`src/rtl/wdg_pkg.sv`:
```
package wdg_pkg;

    // key register codes
    localparam logic [7:0] KEY_CLEAR   = 8'h4E;
    localparam logic [7:0] KEY_DISABLE = 8'hB1;

    // register select on the write port
    localparam logic SEL_CTRL = 1'b0;
    localparam logic SEL_KEY  = 1'b1;

    // control register image: bit4 route, bit3 slow source, bits2:1 period, bit0 enable
    typedef struct packed {
        logic       route_rst;
        logic       slow_src;
        logic [1:0] period;
        logic       enable;
    } wdg_cfg_t;

    localparam wdg_cfg_t CFG_RESET = '{route_rst: 1'b1, slow_src: 1'b0, period: 2'b00, enable: 1'b1};

    // disable-sequence tracker
    typedef enum logic [1:0] {
        SEQ_IDLE  = 2'd0,
        SEQ_KEYED = 2'd1,
        SEQ_ARMED = 2'd2
    } seq_state_e;

    // each period step is a factor of four
    function automatic int period_exp(input int base, input logic [1:0] sel);
        return base - 2 * int'(sel);
    endfunction

endpackage

```
`src/rtl/wdg_keyseq.sv`:
```
module wdg_keyseq
    import wdg_pkg::*;
(
    input  logic       clk,
    input  logic       rst,
    input  logic       wr_en,
    input  logic       wr_sel,
    input  logic [7:0] wr_data,
    output wdg_cfg_t   cfg,
    output logic       clear_pulse
);

    seq_state_e state;
    logic       key_wr;
    logic       ctrl_wr;

    assign key_wr      = wr_en && (wr_sel == SEL_KEY);
    assign ctrl_wr     = wr_en && (wr_sel == SEL_CTRL);
    assign clear_pulse = key_wr && (wr_data == KEY_CLEAR);

    always_ff @(posedge clk) begin
        if (rst) begin
            cfg   <= CFG_RESET;
            state <= SEQ_IDLE;
        end else if (key_wr) begin
            if (wr_data == KEY_CLEAR) begin
                state <= SEQ_KEYED;
            end else begin
                if (wr_data == KEY_DISABLE && state == SEQ_ARMED)
                    cfg.enable <= 1'b0;
                state <= SEQ_IDLE;
            end
        end else if (ctrl_wr) begin
            cfg.route_rst <= wr_data[4];
            cfg.slow_src  <= wr_data[3];
            cfg.period    <= wr_data[2:1];
            // a running watchdog only stops through the keyed sequence
            if (!cfg.enable)
                cfg.enable <= wr_data[0];
            if (cfg.enable && !wr_data[0] && state == SEQ_KEYED)
                state <= SEQ_ARMED;
            else
                state <= SEQ_IDLE;
        end
    end


    enable_fall_chk: assert property (@(posedge clk) disable iff (rst)
        $fell(cfg.enable) |-> $past(key_wr && wr_data == KEY_DISABLE));


    armed_origin_chk: assert property (@(posedge clk) disable iff (rst)
        (state == SEQ_ARMED && !$stable(state)) |-> $past(state == SEQ_KEYED && ctrl_wr));

endmodule

```
`src/rtl/wdg_counter.sv`:
```
module wdg_counter
    import wdg_pkg::*;
#(
    parameter int FAST_EXP = 25,
    parameter int SLOW_EXP = 17,
    parameter int CNT_W    = 25
) (
    input  logic       clk,
    input  logic       rst,
    input  logic       enable,
    input  logic       clear,
    input  logic       fast_tick,
    input  logic       slow_tick,
    input  logic       slow_mode,
    input  logic       slow_src,
    input  logic [1:0] period,
    output logic       overflow
);

    logic [CNT_W-1:0] lim_tab [2][4];
    logic [CNT_W-1:0] cnt;
    logic [CNT_W-1:0] lim;
    logic             use_slow;
    logic             tick;
    logic             at_end;

    for (genvar s = 0; s < 2; s++) begin : g_src
        for (genvar p = 0; p < 4; p++) begin : g_per
            localparam int EXP = period_exp((s == 1) ? SLOW_EXP : FAST_EXP, 2'(p));
            assign lim_tab[s][p] = CNT_W'((64'd1 << EXP) - 64'd1);
        end
    end

    assign use_slow = slow_src | slow_mode;
    assign tick     = use_slow ? slow_tick : fast_tick;
    assign lim      = lim_tab[use_slow][period];
    assign at_end   = (cnt >= lim);
    assign overflow = enable && !clear && tick && at_end;

    always_ff @(posedge clk) begin
        if (rst || !enable || clear)
            cnt <= '0;
        else if (tick)
            cnt <= at_end ? '0 : cnt + 1'b1;
    end


    hold_zero_chk: assert property (@(posedge clk) disable iff (rst)
        !enable |=> cnt == '0);


    clear_zero_chk: assert property (@(posedge clk) disable iff (rst)
        clear |=> cnt == '0);


    restart_chk: assert property (@(posedge clk) disable iff (rst)
        overflow |=> cnt == '0);

endmodule

```
`src/rtl/wdg_output.sv`:
```
module wdg_output (
    input  logic clk,
    input  logic rst,
    input  logic overflow,
    input  logic route_rst,
    input  logic irq_ack,
    output logic irq,
    output logic rst_req
);

    always_ff @(posedge clk) begin
        if (rst) begin
            irq     <= 1'b0;
            rst_req <= 1'b0;
        end else begin
            rst_req <= overflow && route_rst;
            if (overflow && !route_rst)
                irq <= 1'b1;
            else if (irq_ack)
                irq <= 1'b0;
        end
    end


    irq_hold_chk: assert property (@(posedge clk) disable iff (rst)
        (irq && !irq_ack) |=> irq);


    rst_pulse_chk: assert property (@(posedge clk) disable iff (rst)
        rst_req |=> !rst_req);


    route_excl_chk: assert property (@(posedge clk) disable iff (rst)
        !($rose(irq) && rst_req));

endmodule

```
`src/rtl/keyed_watchdog.sv`:
```
module keyed_watchdog
    import wdg_pkg::*;
#(
    parameter int FAST_EXP = 25,
    parameter int SLOW_EXP = 17
) (
    input  logic       clk,
    input  logic       rst,
    input  logic       wr_en,
    input  logic       wr_sel,
    input  logic [7:0] wr_data,
    input  logic       fast_tick,
    input  logic       slow_tick,
    input  logic       slow_mode,
    input  logic       irq_ack,
    output logic       wdg_irq,
    output logic       wdg_rst_req
);

    localparam int CNT_W = (FAST_EXP > SLOW_EXP) ? FAST_EXP : SLOW_EXP;

    wdg_cfg_t cfg;
    logic     clear_pulse;
    logic     overflow;

    wdg_keyseq u_keyseq (
        .clk         (clk),
        .rst         (rst),
        .wr_en       (wr_en),
        .wr_sel      (wr_sel),
        .wr_data     (wr_data),
        .cfg         (cfg),
        .clear_pulse (clear_pulse)
    );

    wdg_counter #(
        .FAST_EXP (FAST_EXP),
        .SLOW_EXP (SLOW_EXP),
        .CNT_W    (CNT_W)
    ) u_counter (
        .clk       (clk),
        .rst       (rst),
        .enable    (cfg.enable),
        .clear     (clear_pulse),
        .fast_tick (fast_tick),
        .slow_tick (slow_tick),
        .slow_mode (slow_mode),
        .slow_src  (cfg.slow_src),
        .period    (cfg.period),
        .overflow  (overflow)
    );

    wdg_output u_output (
        .clk       (clk),
        .rst       (rst),
        .overflow  (overflow),
        .route_rst (cfg.route_rst),
        .irq_ack   (irq_ack),
        .irq       (wdg_irq),
        .rst_req   (wdg_rst_req)
    );

endmodule

```
`config.mk`:
```
export PLATFORM = sky130hd
export DESIGN_NAME = keyed_watchdog
export DESIGN_NICKNAME = d
export VERILOG_FILES = /design/src/rtl/wdg_pkg.sv /design/src/rtl/wdg_keyseq.sv /design/src/rtl/wdg_counter.sv /design/src/rtl/wdg_output.sv /design/src/rtl/keyed_watchdog.sv
export SDC_FILE = /design/constraint.sdc
export NUM_CORES = 1
export LEC_CHECK = 0
export ABC_AREA = 1
export BUFFER_PORTS_ARGS = -buffer_cell sky130_fd_sc_hd__buf_4
export CAP_MARGIN = 15
export CORE_UTILIZATION = 56
export CTS_BUF_LIST = sky130_fd_sc_hd__clkbuf_8
export DETAILED_ROUTE_END_ITERATION = 16
export HOLD_SLACK_MARGIN = 0.02
export PLACE_DENSITY_LB_ADDON = 0.1
export SYNTH_ARGS = -nofsm -noshare
export SYNTH_HDL_FRONTEND = slang
export SYNTH_SLANG_ARGS = --single-unit
```
`constraint.sdc`:
```
create_clock -name clk -period 1.9 [get_ports clk]
set_input_delay 0.285 -clock clk [delete_from_list [all_inputs] [get_ports clk]]
set_output_delay 0.285 -clock clk [all_outputs]
set_load 0.02 [all_outputs]
```
# Yosys cells after proc, flatten, opt, wreduce, memory -nomap -nowiden
# Cells that the tools add are included.
[op_classes]
addsub = 1
order_cmp = 3
eq_ne = 6
mux = 19
bitwise_logic = 5
reduce_logical = 21
[op_table]
columns = ["cell", "count"]
rows = [
  ["$mux 100", 3],
  ["$mux 25", 3],
  ["$bmux 25 s2", 1],
  ["$add 25x1->25 const B", 1],
  ["$ge 25x25->1", 1],
  ["$logic_and 1x1->1", 11],
  ["$mux 1", 9],
  ["$eq 8x7->1 const B", 1],
  ["$eq 8x8->1 const B", 1],
  ["$mux 2", 3],
  ["$logic_not 1->1", 4],
  ["$ne 2x2->1 const B", 2],
  ["$reduce_bool 2->1", 2],
  ["$ge 3x3->1 const B", 1],
  ["$not 2->3", 1],
  ["$reduce_and 3->1", 1],
  ["$eq 2x1->1 const B", 1],
  ["$eq 2x2->1 const B", 1],
  ["$ge 2x2->1 const B", 1],
  ["$logic_or 1x1->1", 2],
  ["$not 1->1", 2],
  ["$not 1->2", 1],
  ["$reduce_and 2->1", 1],
  ["$or 1x1->1", 1],
]
[totals]
reg_bits = 34
in_bits = 16
wordCells = 63

# Logic depth before layout (Yosys ltp)
[depth]
ltp_word = 12
depth_mapped = 15
ltp_nobuf = 14

# Modules after synthesis
# A second synthesis with hierarchy kept.
[hier_totals]
cells_unflattened = 321
hier_area_um2 = 2212.1
[modules_own_cells]
columns = ["module", "instances", "cells_each", "area_per_inst_um2", "seq_area_each_um2"]
rows = [
  ["wdg_counter", 1, 250, 1756.7, 500.5],
  ["wdg_keyseq", 1, 61, 377.9, 140.1],
  ["wdg_output", 1, 10, 77.6, 40.0],
]

# Least setup slack after synthesis
# No wires, ideal clock.
[synth_path]
kind = "register -> register"
startpoint = "reg u_keyseq.cfg[3] (netlist name)"
endpoint = "reg u_counter.cnt[9]"
t_arrival_ps = 1865
t_required_ps = 1781
slack_ps = -83
stages_incl_launch_ff = 16
period_less_slack_ps = 1983
path_cell_list = "dfxtp_1 nor2_4 nand3_1 ha_1 nand2_1 nor2_1 nand3_1 nor2_1 nand2_1 nor2_1 a21oi_2 nand2_2 nand2_2 nand2_4 buf_6 nor2_2"
[synth_via]
elab_chain_cells = 10
word_cells_on_any_way = 11
[synth_rtl]
columns = ["element", "line_no", "rtl"]
rows = [
  ["$or 1x1->1 *", "wdg_counter.sv:34", "assign use_slow = slow_src | slow_mode;"],
  ["$not 1->2 (not written as such)", "wdg_counter.sv:36", "assign lim = lim_tab[use_slow][period];"],
  ["$mux 100 (not written as such) (3 in a row)", "wdg_counter.sv:36", ""],
  ["$bmux 25 s2", "wdg_counter.sv:36", ""],
  ["$mux 25 (not written as such) (2 in a row)", "wdg_counter.sv:36", ""],
  ["$ge 25x25->1", "wdg_counter.sv:37", "assign at_end = (cnt >= lim);"],
  ["$mux 25", "wdg_counter.sv:44", "cnt <= at_end ? '0 : cnt + 1'b1;"],
  ["to (signal assigned)", "wdg_counter.sv:44", ""],
  ["to (decl)", "wdg_counter.sv:21", "logic [CNT_W-1:0] cnt;"],
]
# Mark *: on every way between the ends. The rest lies on a longest branch, timed or not. The select of a mux whose other input is x is not followed.
# A chain may end at the register's enable or synchronous reset.

# Worst setup path in the final report
[layout_path]
startpoint = "reg u_keyseq.cfg[3] (netlist name)"
endpoint = "reg u_counter.cnt[9]"
[layout_via]
elab_chain_cells = 10
word_cells_on_any_way = 11
[layout_rtl]
columns = ["element", "line_no"]
rows = [
  ["$or 1x1->1 *", "wdg_counter.sv:34"],
  ["$not 1->2 (not written as such)", "wdg_counter.sv:36"],
  ["$mux 100 (not written as such) (3 in a row)", "wdg_counter.sv:36"],
  ["$bmux 25 s2", "wdg_counter.sv:36"],
  ["$mux 25 (not written as such) (2 in a row)", "wdg_counter.sv:36"],
  ["$ge 25x25->1", "wdg_counter.sv:37"],
  ["$mux 25", "wdg_counter.sv:44"],
]
# Marks and branches as above.

==> run metrics <==
layout cells sized above 1=26.2%; Max Slew Vio Count=0; Synth Area in Compound Gates=10.2%; post-synthesis simple-gate area fraction=40.0%; worst slew pin tran=493 ps; Int Power=1.35 mW; Sequential cell area=682 µm²; Worst R2R Start=u_keyseq.cfg[3]; synth unique cells=30; total global routing overflow=0; Layout area overhead=30.8%; syn_area_per_cell=6.77 µm²; Clock Power Share=46.1%; I/O pin cnt=18; final net count=384; synthesized instance count=310; Yosys top cell by area=dfxtp_1; GPL Wtd Cong=0.913; Final Hold Viols=0; Yosys top cell area share=32.4%; DRC viols=0; combinational power share=12.7%; via count=2,177; critical path class=reg -> reg; Die Area=0.00400 mm²; gr usage total=28.7%; post-route antenna net violation count=0; Final Util=79.1%; Final Cycle Share=109%; Iter 0 DRT Violations=122; wire length of the first global-routing pass=8920 µm; PD cells=647 mW/mm²; via density per instance=5.34; Clk pin slew, worst setup/hold paths=80 ps; status=finished, violations left; Peak Freq=485 MHz; register area share after synthesis=32.4%; largest net degree at the start of global routing=13; Peak VDD IR=566 µV; Routed Wire Length=5520 µm; worst-path maximum fanout=5; main area contributors after synthesis=dfxtp_1, nand2_1, nor2_1, inv_1, nand3_1; Sw Ratio=24.0%; unrepaired setup endpoints after global routing=true; Synthesized Nets=333; largest family of logic cells by synthesized area=simple AND/OR/NAND/NOR gates; placed cell count=396; clock buffers created by TritonCTS=5; Final Critical Period=2060 ps; maximum clock path buffer count=2; sw power=427 µW; chip width=63.2 µm; #FFs+latches synth=34; CTS tree=yes; worst clock skew=10.8 ps; setup violators final=25; # Max-Cap Violations=0; area of the mapped netlist=0.00210 mm²; most common cell after layout, fill and taps aside=nand2_1; 1st-pass router iterations=4; hpwl dp=3900 µm; initial antenna violation count=0; Max-Slew Margin vs Limit=66.9%; Synthesis Warnings=0; hold path start=rst; drt wl/cell=13.5 µm; worst min path class=in -> reg; Seq pwr share=41.2%; startpoint type of the worst setup path=flip-flop; # clock sinks=34; crit path capture type=flip-flop; # rows=21; IO Port Bufs=17; post-route worst setup slack=-162 ps; Die Height=63.2 µm; H-tree levels=2; Root Buffer=clkbuf_8; cts hold-fix bufs=0; clk_lat worst skew=300 ps; P_leak=1.19 nW; initial core utilization=60.5%; Crit path arrival time=2260 ps; Setup crit start=u_keyseq.cfg[3]; post-synthesis mux area share=0%; number of filler cells placed in the layout=252; Multi-input gate area=0.00134 mm²; Post-Synth Adder-Cell Area=4.17%; vias in the first global route=2,076; most frequent cells in the layout=nand2_1, buf_4, inv_1, nor2_1, dfxtp_1; n_diodes=0; Core ar.=0.00347 mm²; failing checks=setup timing; xor/xnor share of the synthesized area=5.01%; fin cells=408; worst endpoint required time=2090 ps
==> what timing repair did <==
item | CTS | global route
pin swaps | 3 | 7
hold endpoints to repair | 0 | 0
setup buffers | 1 | 4
gates resized for setup | 4 | 9
setup endpoints to repair | 24 | 27
==> stage by stage <==
| step | instance area (µm²) | worst slack [ps] | TNS (ps) | hold WS, ps | total power, mW |
|---|---|---|---|---|---|
| after floorplan | 2140 | -33.2 | -462 | 354 | 0.862 |
| after global placement | 2520 | -122 | -2100 | 454 | 0.942 |
| after detailed placement | 2520 | -190 | -3690 | 459 | 0.948 |
| after CTS | 2680 | -127 | -2600 | 180 | 1.76 |
| after global routing | 2750 | -292 | -6830 | 186 | 1.83 |
| final | 2750 | -162 | -3540 | 187 | 1.78 |
==> critical path: stages, from the launching register on <==
cell and delay, ps:
dfxtp_2 340, nor2_4 160, nand3_4 120, ha_4 300, nand2_2 70, nor2_1 80, nand3_1 70, nor2_1 120
nand2_1 80, nor2_2 100, a21oi_2 80, nand2_2 90, nand2_4 60, nand2_4 110, buf_6 150, nor2_2 40
==> per-layer routing <==
layer,vias to the layer above,wire length [µm],GRT usage (%)
li1,1105,-,-
met2,51,2770,51.1
met5,-,0,0
met1,1011,2420,33.1
met3,10,212,5.98
met4,0,114,11.9
==> state kept, by name (all words and copies together), names as in the netlist <==
register,cells
u_output.irq,1
u_keyseq.state,2
u_keyseq.cfg,5
u_output.rst_req,1
u_counter.cnt,25
==> power by group through the flow <==
stage / Combinational (mW) / Sequential (mW) / Clock [mW]
2_1_floorplan: 0.115 / 0.747 / 0
3_3_place_gp: 0.194 / 0.747 / 0
3_5_place_dp: 0.200 / 0.748 / 0
4_1_cts: 0.203 / 0.732 / 0.822
5_1_grt: 0.244 / 0.733 / 0.849
6_report: 0.225 / 0.732 / 0.819
==> Yosys cell counts, drive strengths merged <==
library cell,count
nand4,5
xor2,10
o21ai,14
o22ai,4
or3,1
nand2,78
o211ai,1
o21a,1
xnor2,2
dfxtp,34
nand3b,3
inv,40
buf,2
nand3,25
nor2,56
nor4,1
ha,7
nor3,10
a21oi,15
a221o,1
==> path summary, 6_finish.rpt <==
path                             to  slack, ps  depth (start not counted)
setup reg to reg   u_counter.cnt[9]       -160                         15
hold / removal         u_output.irq        190                          2
hold reg to reg   u_keyseq.state[1]        490                          2
setup / recovery   u_counter.cnt[9]       -160                         15
==> cell families after synthesis <==
kind of cell,after synthesis
and+or+nand+nor,179
DFF,34
buffers and inverters,42
adders and majority gates,7
xor gates and xnor gates,12
AOI/OAI and AO/OA,36
==> area by class of cell <==
type	instances	share of cell area [%]
Clock inverter	3	2.51
Clock buffer	5	2.51
Timing Repair Buffer	46	13.8
Tap cell	46	2.10
Sequential cell	34	24.8
Multi-Input combinational cell	234	48.8
Inverter	40	5.47
Note: power is estimated with default switching activity, not from simulation.
